--- src/rtl/serial_adder_pkg.sv ---
package serial_adder_pkg;
  // width of a bit-position index for a word of w bits (at least 1)
  function automatic int idx_width(input int w);
    return (w > 1) ? $clog2(w) : 1;
  endfunction
endpackage

--- src/rtl/sa_full_adder.sv ---
module sa_full_adder (
  input  logic x_i,
  input  logic y_i,
  input  logic c_i,
  output logic s_o,
  output logic c_o
);
  logic half;
  always_comb begin
    half = x_i ^ y_i;
    s_o  = half ^ c_i;
    c_o  = (x_i & y_i) | (half & c_i);
  end
endmodule

--- src/rtl/sa_carry_reg.sv ---
module sa_carry_reg (
  input  logic clk,
  input  logic rst,
  input  logic en_i,
  input  logic squash_i,
  input  logic clear_i,
  input  logic cout_i,
  output logic cin_o
);
  logic c_q;
  // start of word forces a zero carry-in
  assign cin_o = squash_i ? 1'b0 : c_q;
  always_ff @(posedge clk) begin
    if (rst) c_q <= 1'b0;
    else if (en_i) c_q <= clear_i ? 1'b0 : cout_i;
  end
endmodule

--- src/rtl/sa_position.sv ---
module sa_position #(
  parameter int W = 8
) (
  input  logic clk,
  input  logic rst,
  input  logic adv_i,
  input  logic restart_i,
  output logic last_o
);
  localparam int CW = serial_adder_pkg::idx_width(W);
  localparam logic [CW-1:0] TOP = CW'(W - 1);
  logic [CW-1:0] pos_q;
  logic [CW-1:0] idx;
  assign idx    = restart_i ? '0 : pos_q;
  assign last_o = (idx == TOP);
  always_ff @(posedge clk) begin
    if (rst) pos_q <= '0;
    else if (adv_i) pos_q <= last_o ? '0 : idx + CW'(1);
  end
endmodule

--- src/rtl/serial_adder.sv ---
module serial_adder #(
  parameter int W = 8
) (
  input  logic clk,
  input  logic rst,
  input  logic vld_i,
  input  logic first_i,
  input  logic a_i,
  input  logic b_i,
  output logic sum_o,
  output logic sum_vld_o,
  output logic carry_o,
  output logic carry_vld_o
);
  logic cin, s_bit, c_bit, last;
  logic restart;
  assign restart = vld_i & first_i;

  sa_position #(.W(W)) u_pos (
    .clk(clk), .rst(rst), .adv_i(vld_i), .restart_i(restart), .last_o(last)
  );

  sa_carry_reg u_carry (
    .clk(clk), .rst(rst), .en_i(vld_i), .squash_i(restart),
    .clear_i(last), .cout_i(c_bit), .cin_o(cin)
  );

  sa_full_adder u_fa (
    .x_i(a_i), .y_i(b_i), .c_i(cin), .s_o(s_bit), .c_o(c_bit)
  );

  always_ff @(posedge clk) begin
    if (rst) begin
      sum_o       <= 1'b0;
      sum_vld_o   <= 1'b0;
      carry_o     <= 1'b0;
      carry_vld_o <= 1'b0;
    end else begin
      sum_vld_o   <= vld_i;
      carry_vld_o <= vld_i & last;
      if (vld_i) sum_o <= s_bit;
      if (vld_i && last) carry_o <= c_bit;
    end
  end
endmodule

--- config.mk ---
export PLATFORM = sky130hd
export DESIGN_NAME = serial_adder
export DESIGN_NICKNAME = d
export VERILOG_FILES = /design/src/rtl/serial_adder_pkg.sv /design/src/rtl/sa_full_adder.sv /design/src/rtl/sa_carry_reg.sv /design/src/rtl/sa_position.sv /design/src/rtl/serial_adder.sv
export SDC_FILE = /design/constraint.sdc
export NUM_CORES = 1
export LEC_CHECK = 0
export BUFFER_PORTS_ARGS = -buffer_cell sky130_fd_sc_hd__buf_2
export CAP_MARGIN = 20
export CELL_PAD_IN_SITES_DETAIL_PLACEMENT = 1
export CELL_PAD_IN_SITES_GLOBAL_PLACEMENT = 1
export CORE_AREA = 2 2 39 41
export DETAILED_ROUTE_END_ITERATION = 7
export DIE_AREA = 0 0 41 43
export PLACE_DENSITY = 0.55
export SLEW_MARGIN = 15
export SYNTH_ARGS = -nofsm -noshare
export SYNTH_HDL_FRONTEND = slang
export SYNTH_SLANG_ARGS = --single-unit
--- constraint.sdc ---
create_clock -name clk -period 2.07 [get_ports clk]
set_input_delay 0.207 -clock clk [delete_from_list [all_inputs] [get_ports clk]]
set_output_delay 0.207 -clock clk [all_outputs]
set_load 0.01 [all_outputs]
; After elaboration in Yosys (flattened, before gate mapping)
; Cells that the tools add are included.
[word_totals]
out_inout_bits = 4
n_memories = 0
latchBits = 0
register_bits = 8
mem_bits_rw = 0
rom_bits = 0
[classes]
mux = 4
shifts = 0
n_mul = 0
n_reduce_logical = 1
div_mod_pow = 0
n_addsub = 1
n_eq_ne = 1
bitwise_logic = 7
magnitude_cmp = 0
[op_table]
columns = cell, n
row1 = 3-bit 2-to-1 mux, 2
row2 = 1-bit AND, 4
row3 = 3-bit by 1-bit adder with 3-bit output (second input constant), 1
row4 = 3-bit equality test (second input constant), 1
row5 = 1-bit 2-to-1 mux, 2
row6 = 1-bit bitwise XOR, 2
row7 = 1-bit logical AND, 1
row8 = 1-bit bitwise OR, 1

; Depth between registers and ports, before layout
; Gate-level depths: netlist of the first run.
[logic_depth]
ltp_word = 5
depth_mapped = 7
mapped_depth_nobuf = 6

; Cells and area by module
; Synthesis of the first run repeated with hierarchy kept, for this count alone.
[hier_totals]
cells_unflattened = 33
hier_area_um2 = 351.6
[by_module_without_submodules]
columns = mod, seq_area_each_um2, area_per_inst_um2, instances, cells_per_inst
row1 = sa_position, 60.1, 147.6, 1, 14
row2 = serial_adder, 80.1, 135.1, 1, 13
row3 = sa_carry_reg, 20.0, 48.8, 1, 5
row4 = sa_full_adder, 0.0, 20.0, 1, 1

; Worst setup path after synthesis of the first run
; OpenSTA, ideal clock, no wires.
[synth_timing]
path_type = input -> register
startpoint = in vld_i
endpoint = reg carry_o
n_path_buf = 1
cell_stages = 7
path_slack_ns = 0.785
arrival_time_ns = 1.215
required_ns = 2.000
cell_sequence = buf_6 -> nand2_1 -> and2_1 -> ha_1 -> ha_1 -> a21bo_1 -> a21oi_1
[synth_via]
elab_chain_cells = 4
elab_cells_between_ends = 7
cone_classes = eq/ne (1) / mux (2) / bitwise (3) / reduce/logical (1)
[synth_lines]
columns = item, line
row1 = from (decl), serial_adder.sv:6  ; input logic vld_i,
row2 = 1-bit AND, serial_adder.sv:17  ; assign restart = vld_i & first_i;
row3 = 3-bit 2-to-1 mux / 1-bit 2-to-1 mux (equally long branches), "sa_position.sv:14, sa_carry_reg.sv:12"
row4 = 3-bit equality test / 1-bit AND (equally long branches), "sa_position.sv:15, sa_full_adder.sv:12"
row5 = 1-bit logical AND / 1-bit bitwise OR (equally long branches), "serial_adder.sv:42, sa_full_adder.sv:12"
row6 = to (signal assigned), serial_adder.sv:42  ; if (vld_i && last) carry_o <= c_bit;
row7 = to (decl), serial_adder.sv:12  ; output logic carry_o,
; Parallel ways exist; a longest one is shown, timed or not.
; A chain may end at the register's enable or synchronous reset.

; Worst setup path in the final report of the first run
; Ends and elaborated chain as after synthesis.

==> results of run 1 <==
## kinds of logic after synthesis
| family | after synthesis | share of synthesized area, % |
|---|---|---|
| AO/OA/AOI/OAI | 3 | 5.52 |
| adder cells (fa/ha/maj) | 3 | 12.4 |
| buffers and inverters | 1 | 3.10 |
| flip-flops | 8 | 44.1 |
| multiplexers | 3 | 8.28 |
| AND/OR/NAND/NOR | 16 | 26.6 |
## state kept, by name (all words and copies together), names as in the netlist
| register | flops |
|---|---|
| carry_o | 1 |
| sum_vld_o | 1 |
| sum_o | 1 |
| u_pos.pos_q | 3 |
| carry_vld_o | 1 |
| u_carry.c_q | 1 |
## stage by stage
| stage | total power (W) | area [µm²] |
|---|---|---|
| 4_1_cts | 0.000325 | 439 |
| 2_1_floorplan | 0.000189 | 363 |
| 3_5_place_dp | 0.000203 | 417 |
| 3_3_place_gp | 0.000201 | 417 |
| 6_report | 0.000315 | 439 |
| 5_1_grt | 0.000340 | 439 |
## power groups by stage
stage | clock network, W | registers (W) | logic [W]
2_1_floorplan | 0 | 0.000168 | 0.0000210
3_3_place_gp | 0 | 0.000167 | 0.0000339
3_5_place_dp | 0 | 0.000167 | 0.0000359
4_1_cts | 0.000125 | 0.000164 | 0.0000364
5_1_grt | 0.000135 | 0.000164 | 0.0000400
6_report | 0.000116 | 0.000164 | 0.0000348
## per-layer routing
layer	vias to the layer above	GRT usage [%]
met5	-	0
met4	0	8.00
met3	2	5.24
met2	6	16.3
met1	132	11.8
li1	139	-
## cells in the final DEF, fill, tap and decap left out
cell	count
dfxtp_1	8
nand2b_1	1
ha_1	2
nand3_1	1
buf_2	9
nand3b_1	1
and3b_1	1
nor2b_2	1
clkbuf_4	3
nor2_1	4
nor3_2	1
fa_1	1
nand2_1	1
a21bo_1	1
and2_1	5
mux2i_1	3
a21oi_1	2
## worst max path at each step
stage | to | slack [ns]
3_5_place_dp | carry_o$_SDFFE_PP0P_ | 0.52
2_1_floorplan | carry_o$_SDFFE_PP0P_ | 0.79
5_1_grt | carry_o$_SDFFE_PP0P_ | 0.63
4_1_cts | carry_o$_SDFFE_PP0P_ | 0.77
3_3_place_gp | carry_o$_SDFFE_PP0P_ | 0.53
6_report | carry_o$_SDFFE_PP0P_ | 0.77
## cell type report
| class | instances | area share (%) |
|---|---|---|
| Sequential cell | 8 | 36.5 |
| Clock buffer | 3 | 5.13 |
| Tap cell | 16 | 4.56 |
| Timing Repair Buffer | 9 | 10.3 |
| Multi-Input combinational cell | 25 | 43.6 |
==> impl_metrics.ini, run 1 <==
[global_routing]
antenna_found_initial = 0
grt_pass1_vias = 294
grt_max_degree = 12
grt.total_usage_pct = 11.1
grt_pass1_wl_mm = 1.21
gr-total-overflow = 0

[setup_path]
crit_required_ns = 2.25
rrSetupSlack_ns = 0.81
critical_path.most_common_cell = ha_1
reg2regPathDepth = 5
crit_path_start = vld_i
path_cells = buf_2 -> nand2_1 -> and2_1 -> ha_1 -> ha_1 -> a21bo_1 -> a21oi_1
end_kind = flop
r2r_end = carry_o$_SDFFE_PP0P_
crit_path_max_incr_delay_ns = 0.21
critical_path_depth = 7
r2r_start = u_pos.pos_q[0]$_SDFFE_PP0P_
cp.arrival_ns = 1.47
worst_path_max_delay_cell = ha_1
crit_fanout = 11
cp.buffers_inverters = 1
critical-path-top-delay-family = adder cells
crit_type = in2reg
start_kind = input port

[final_layout]
regArea_um2 = 160
instances_no_fill = 61
area_growth_pct = 21.0
diodes = 0
drive_gt1_share_pct = 31.1
nFillCells = 161
final_nets = 56
multiInputGateArea_um2 = 191
fin_util_pct = 31.7

[clock_tree]
cts_setup_buffers = 0
clockBufferDepth = 2
cts_inserted_buffers = 3
cts.clk_slew.worst_paths_ns = 0.05
cts_sinks = 8
cts.repair.resized = 0
cts_root_buf = clkbuf_4
clk_latency_ns = 0.25
tritoncts = built
cts_max_level = 1
postCtsHoldBufs = 0

[logic_synthesis]
ys_seq_area_share_pct = 44.1
synth_top_cell_area_share_pct = 44.1
synthesis.nets = 43
synthCells = 34
async_flop_share_pct = 0
synth_area_um2 = 363
syn_avg_cell_area_um2 = 10.7
ys_ff_latch = 8
yosys-top-cells-area = dfxtp_1 44%, and2_1 8.6%, mux2i_1 8.3%, ha_1 6.9%, fa_1 5.5%
yosys_warnings = 0
synth_commonest_cells = 8 x dfxtp_1, 5 x and2_1, 4 x nor2_1
synth_edf_count = 0
yosysTopAreaCell = dfxtp_1
synth.most_common_cell = dfxtp_1
dominantRegCellSynth = dfxtp_1
synth_cell_types = 16

[route]
route.met2.wl_um = 367
avgViaCountPerCell = 4.57
firstDrtPassIters = 2
met3WireLength_um = 41
drt.antenna.violating_nets = 0
totalWireLength_um = 705
wl_met1_um = 288
wl_per_cell_um = 11.6
drc = 0
highest_layer = met4
drtIter0Drc = 1
vias = 279

[floorplanning]
die_area_um2 = 1760
die_y_um = 43
initial_core_util_pct = 26.2
coreArea_um2 = 1380
rows = 14
fp.dieW_um = 41
ioPinCount = 10

[sta]
hold_viol_final = 0
fin_ws_ns = 0.775
worst_pin_slew_ns = 0.205
clock_skew_ns = 0.000620
slew_viol_final = 0
finalSetupViolCount = 0
fin_setup_tns_ns = 0
rsz0062_at_grt = no
min_period_ns = 1.30
max_freq_mhz = 772
fin_crit_sh_pct = 62.6
maxSlewHeadroom_pct = 86.3
worst_hold_slack_ns = 0.229

[power_and_ir_drop]
pwr-share-clk_pct = 36.9
p_int_w = 0.000244
irDropWorstVdd_mv = 0.283
seqPwrFrac_pct = 52.0
p_switching_w = 0.0000711
p_per_area_nw_per_um2 = 716
p_comb_share_pct = 11.1
swShare_pct = 22.6
p_leak_nw = 0.214

[min_path]
hold_depth = 2
holdPathEnd = u_carry.c_q$_SDFFE_PP0P_
hold_start = rst
min_path_type = in2reg

[flow_run]
cap_violations = 0

[place]
io_buffer_count = 9
dp_hpwl_um = 554
routabilityCongestion = 0.661
post-place-ws_ns = 0.516
post-place-cells = 58

[run_status]
status = completed
Power figures use the tool's default switching activity.
==> inputs of run 2 (changes only) <==
==> constraint.sdc (replaced) <==
create_clock -name clk -period 1.25 [get_ports clk]
set_input_delay 0.125 -clock clk [delete_from_list [all_inputs] [get_ports clk]]
set_output_delay 0.125 -clock clk [all_outputs]
set_load 0.01 [all_outputs]
==> run 2 against run 1 <==
- register-to-register slack got worse by 0.75 ns
- global-route usage rose by 0.19 points
- sequential power rose by 66%
- hold slack got worse by 0.10 ns
- sequential share of layout area fell by 1.8 points
- via count fell by 0.36%
- final area rose by 6.0%
- setup slack got worse by 0.72 ns
- flip-flop and latch count did not move
- critical endpoint unchanged
- highest routed layer unchanged
- combinational power rose by 77%
==> impl_metrics.ini, run 2 (synthesis results as in run 1) <==
[route]
avgViaCountPerCell = 4.48
drt.antenna.violating_nets = 0
wl_per_cell_um = 12.1
drc = 0
firstDrtPassIters = 1
totalWireLength_um = 748
vias = 278
drtIter0Drc = 0

[global_routing]
grt.total_usage_pct = 11.3
grt_max_degree = 11
gr-total-overflow = 0
antenna_found_initial = 0
grt_pass1_wl_mm = 1.28
grt_pass1_vias = 307

[setup_path]
path_cells = and2_1 -> ha_2 -> ha_4 -> a21bo_1 -> a21oi_1
crit_fanout = 4
crit_path_max_incr_delay_ns = 0.32
cp.arrival_ns = 1.38
end_kind = flop
cp.buffers_inverters = 0
start_kind = flop
crit_path_start = u_pos.pos_q[0]$_SDFFE_PP0P_
critical-path-top-delay-family = adder cells
crit_required_ns = 1.44
crit_type = reg2reg
r2r_start = u_pos.pos_q[0]$_SDFFE_PP0P_
worst_path_max_delay_cell = dfxtp_1

[clock_tree]
cts_inserted_buffers = 3
tritoncts = built
clockBufferDepth = 2
clk_latency_ns = 0.25
cts_sinks = 8
cts_root_buf = clkbuf_4
cts_setup_buffers = 0
cts_max_level = 1
cts.clk_slew.worst_paths_ns = 0.06

[final_layout]
final_common_cell = buf_2
largest_reg_flops = 3
largest-register = u_pos.pos_q
diodes = 0
nFillCells = 167
regArea_um2 = 161
drive_gt1_share_pct = 41.3
multiInputGateArea_um2 = 209
instances_no_fill = 62
fin_util_pct = 33.6
final_nets = 57
final_cell_mix = 9 x buf_2, 7 x dfxtp_1, 4 x and2_1, 4 x nor2_1
area_growth_pct = 28.3

[floorplanning]
die_y_um = 43
ioPinCount = 10
rows = 14
initial_core_util_pct = 26.2
fp.dieW_um = 41
die_area_um2 = 1760
coreArea_um2 = 1380

[power_and_ir_drop]
p_leak_nw = 0.215
p_comb_share_pct = 11.5
pwr-share-clk_pct = 37.8
p_per_area_nw_per_um2 = 1150
seqPwrFrac_pct = 50.7
p_int_w = 0.000407
p_switching_w = 0.000129
irDropWorstVdd_mv = 0.506
swShare_pct = 24.0

[sta]
finalSetupViolCount = 0
maxSlewHeadroom_pct = 90.8
rsz0062_at_grt = yes
fin_crit_sh_pct = 95.2
max_freq_mhz = 840
hold_viol_final = 0
worst_pin_slew_ns = 0.135
slew_viol_final = 0
clock_skew_ns = 0.000411
min_period_ns = 1.19

[place]
post-place-cells = 59
routabilityCongestion = 0.714
io_buffer_count = 9

[min_path]
hold_start = rst
min_path_type = in2reg

[flow_run]
cap_violations = 0

[run_status]
status = completed
-- run 2: area by class of cell --
class                      count  share of cell area [%]
clock buffer                   3                    4.84
tap                           16                    4.30
timing repair buffer          10                    11.3
multi-input combinational     25                    44.9
sequential                     8                    34.7
-- run 2: per-stage QoR --
stage                     hold WS, ns  area [µm²]  setup TNS [ns]  total power, W  worst slack, ns
after global placement          0.401         424         -0.0103        0.000334          -0.0103
after global routing            0.140         465         -0.0151        0.000577          -0.0151
final                           0.129         465               0        0.000536           0.0595
after detailed placement        0.413         424         -0.0789        0.000339          -0.0466
after floorplan                 0.194         363               0        0.000313           0.0475
after CTS                       0.137         449               0        0.000547          0.00281
-- run 2: per-layer routing --
layer	global-route usage (%)	vias up	routed length, µm
met5	0	-	0
met4	6.00	0	17
li1	-	138	-
met2	16.6	8	366
met3	4.71	2	36
met1	13.4	130	327
-- run 2: power by group through the flow --
stage	clock [W]	sequential, W	combinational [W]
final	0.000203	0.000272	0.0000617
after global routing	0.000233	0.000273	0.0000718
after CTS	0.000213	0.000272	0.0000618
after floorplan	0	0.000278	0.0000348
after detailed placement	0	0.000278	0.0000615
after global placement	0	0.000276	0.0000585
-- run 2: worst reg2reg max path, stage by stage, from the launching register on --
cell and delay (ns):
dfxtp_1 0.32, and2_1 0.14, ha_2 0.19, ha_4 0.17, a21bo_1 0.18, a21oi_1 0.12
-- run 2: path summary, 6_finish.rpt --
path	endpoint	slack, ns	cells after the start
worst max register to register	carry_o$_SDFFE_PP0P_	0.06	5
worst min register to register	u_carry.c_q$_SDFFE_PP0P_	0.47	2
worst min-delay path	u_carry.c_q$_SDFFE_PP0P_	0.13	2
worst max-delay path	carry_o$_SDFFE_PP0P_	0.06	5
-- run 2: what timing repair did --
item / 4_1_cts / 5_1_grt
cloned: 0 / 0
endpoints found under the setup margin: 2 / 4
resized for setup: 1 / 4
pin swaps: 0 / 1
hold buffers: 0 / 0
==> inputs of run 3 (changes only) <==
--- a/config.mk
+++ b/config.mk
@@ -7,12 +7,12 @@
 export LEC_CHECK = 0
 export BUFFER_PORTS_ARGS = -buffer_cell sky130_fd_sc_hd__buf_2
 export CAP_MARGIN = 20
-export CELL_PAD_IN_SITES_DETAIL_PLACEMENT = 1
-export CELL_PAD_IN_SITES_GLOBAL_PLACEMENT = 1
+export CELL_PAD_IN_SITES_DETAIL_PLACEMENT = 0
+export CELL_PAD_IN_SITES_GLOBAL_PLACEMENT = 2
 export CORE_AREA = 2 2 39 41
 export DETAILED_ROUTE_END_ITERATION = 7
 export DIE_AREA = 0 0 41 43
-export PLACE_DENSITY = 0.55
+export PLACE_DENSITY = 0.66
 export SLEW_MARGIN = 15
 export SYNTH_ARGS = -nofsm -noshare
 export SYNTH_HDL_FRONTEND = slang
==> run 3 against run 2 <==
- flip-flop and latch count did not move
- non-clock buffer count did not move
- critical endpoint is now sum_o$_SDFFE_PP0P_
- via count fell by 2.5%
- first-iteration DRC count rose by 6
- critical path type unchanged
- highest routed layer is now met3
- final area did not move
- final cell count stayed put
- critical path depth down 1
- core utilization unchanged
- power shrank 2.8%
- clock skew is 0.0050 ns higher
- wire length decreased by 8.2%
==> impl_metrics.ini, run 3 (synthesis results as in run 1) <==
[global_routing]
grt_use_met1_pct = 12.1
busiest_layer = met2
antenna_found_initial = 0
grt_pass1_wl_mm = 1.13
grtUsageMet2_pct = 13.4
gr-total-overflow = 0
grt_max_degree = 11
grt.total_usage_pct = 9.89
grt_pass1_vias = 265
use_met3_pct = 7.85

[floorplanning]
rows = 14
coreArea_um2 = 1380
ioPinCount = 10
die_area_um2 = 1760
initial_core_util_pct = 26.2
fp.dieW_um = 41
die_y_um = 43

[min_path]
min_path_type = in2reg

[setup_path]
crit_type = reg2reg
start_kind = flop
crit_required_ns = 1.39
path_cells = and2_4 -> fa_1 -> mux2i_1 -> nor2_1
cp.buffers_inverters = 0
worst_path_max_delay_cell = fa_1
crit_path_max_incr_delay_ns = 0.43
cp.arrival_ns = 1.34
crit_fanout = 2
critical-path-top-delay-family = adder cells
end_kind = flop

[clock_tree]
cts_inserted_buffers = 3
cts_setup_buffers = 0
cts_sinks = 8
clk_latency_ns = 0.25
cts_max_level = 1
cts.repair.resized = 1
clockBufferDepth = 2
postCtsHoldBufs = 0
cts.clk_slew.worst_paths_ns = 0.05
cts_root_buf = clkbuf_4
tritoncts = built

[final_layout]
largest-register = u_pos.pos_q
instances_no_fill = 62
regArea_um2 = 161
largest_reg_flops = 3
drive_gt1_share_pct = 41.3
diodes = 0
final_cell_mix = 9 x buf_2, 7 x dfxtp_1, 4 x and2_1, 4 x nor2_1
final_nets = 57
area_growth_pct = 28.3
fin_util_pct = 33.6
final_common_cell = buf_2
multiInputGateArea_um2 = 209
nFillCells = 148

[route]
vias = 271
wl_per_cell_um = 11.1
firstDrtPassIters = 4
drc = 0
drt.antenna.violating_nets = 0
avgViaCountPerCell = 4.37
drtIter0Drc = 6
totalWireLength_um = 687

[flow_run]
cap_violations = 0

[sta]
min_period_ns = 1.20
max_freq_mhz = 831
worst_pin_slew_ns = 0.145
slew_viol_final = 0
rsz0062_at_grt = yes
hold_viol_final = 0
finalSetupViolCount = 0
fin_crit_sh_pct = 96.2
worst_hold_slack_ns = 0.147
maxSlewHeadroom_pct = 90.1
clock_skew_ns = 0.00545

[place]
post-place-cells = 59
io_buffer_count = 9
routabilityCongestion = 0.736

[run_status]
status = completed

[power_and_ir_drop]
p_per_area_nw_per_um2 = 1120
irDropWorstVdd_mv = 0.503
p_leak_nw = 0.215
run 3: cell counts in the layout (fill, tap and decap cells not counted):
No cell type changed its count.
run 3: area by class of cell:
type	count	share of cell area, %
Timing Repair Buffer	10	11.3
Multi-Input combinational cell	25	44.9
Tap cell	16	4.30
Clock buffer	3	4.84
Sequential cell	8	34.7
run 3: worst reg2reg max path: cells and delay by family, from the launching register on:
| kind | cells | cell delay (ns) |
|---|---|---|
| adder cells (fa/ha/maj) | 1 | 0.43 |
| flip-flops | 1 | 0.32 |
| AND/OR/NAND/NOR | 2 | 0.18 |
| multiplexers | 1 | 0.16 |
run 3: metrics by stage:
stage	setup TNS, ns	total power [W]	setup WS, ns	area, µm²
after global routing	-0.0114	0.000552	-0.0114	465
after global placement	-0.0321	0.000334	-0.0321	424
final	0	0.000521	0.0469	465
after detailed placement	-0.0514	0.000337	-0.0297	424
after CTS	0	0.000530	0.0303	449
after floorplan	0	0.000313	0.0475	363
run 3: worst paths after layout:
check | startpoint | endpoint | depth (start not counted) | slack (ns)
min reg2reg | u_carry.c_q$_SDFFE_PP0P_ | u_carry.c_q$_SDFFE_PP0P_ | 2 | 0.47
max reg2reg | u_carry.c_q$_SDFFE_PP0P_ | sum_o$_SDFFE_PP0P_ | 4 | 0.05
min | rst | u_carry.c_q$_SDFFE_PP0P_ | 2 | 0.15
max | u_carry.c_q$_SDFFE_PP0P_ | sum_o$_SDFFE_PP0P_ | 4 | 0.05
run 3: power breakdown:
part	internal, W	total [W]	switching (W)	leakage (nW)
clock network	0.000109	0.000187	0.0000774	0.0138
registers	0.000267	0.000272	0.00000491	0.0659
logic	0.0000311	0.0000631	0.0000320	0.135
total	0.000407	0.000521	0.000114	0.215
run 3: per-layer routing:
metal | up-vias | routed length, µm | part of all wire, %
met3 | 0 | 64 | 9.3
met1 | 119 | 298 | 43
met4 | 0 | 0 | 0
li1 | 139 | - | -
met5 | - | 0 | 0
met2 | 13 | 325 | 47
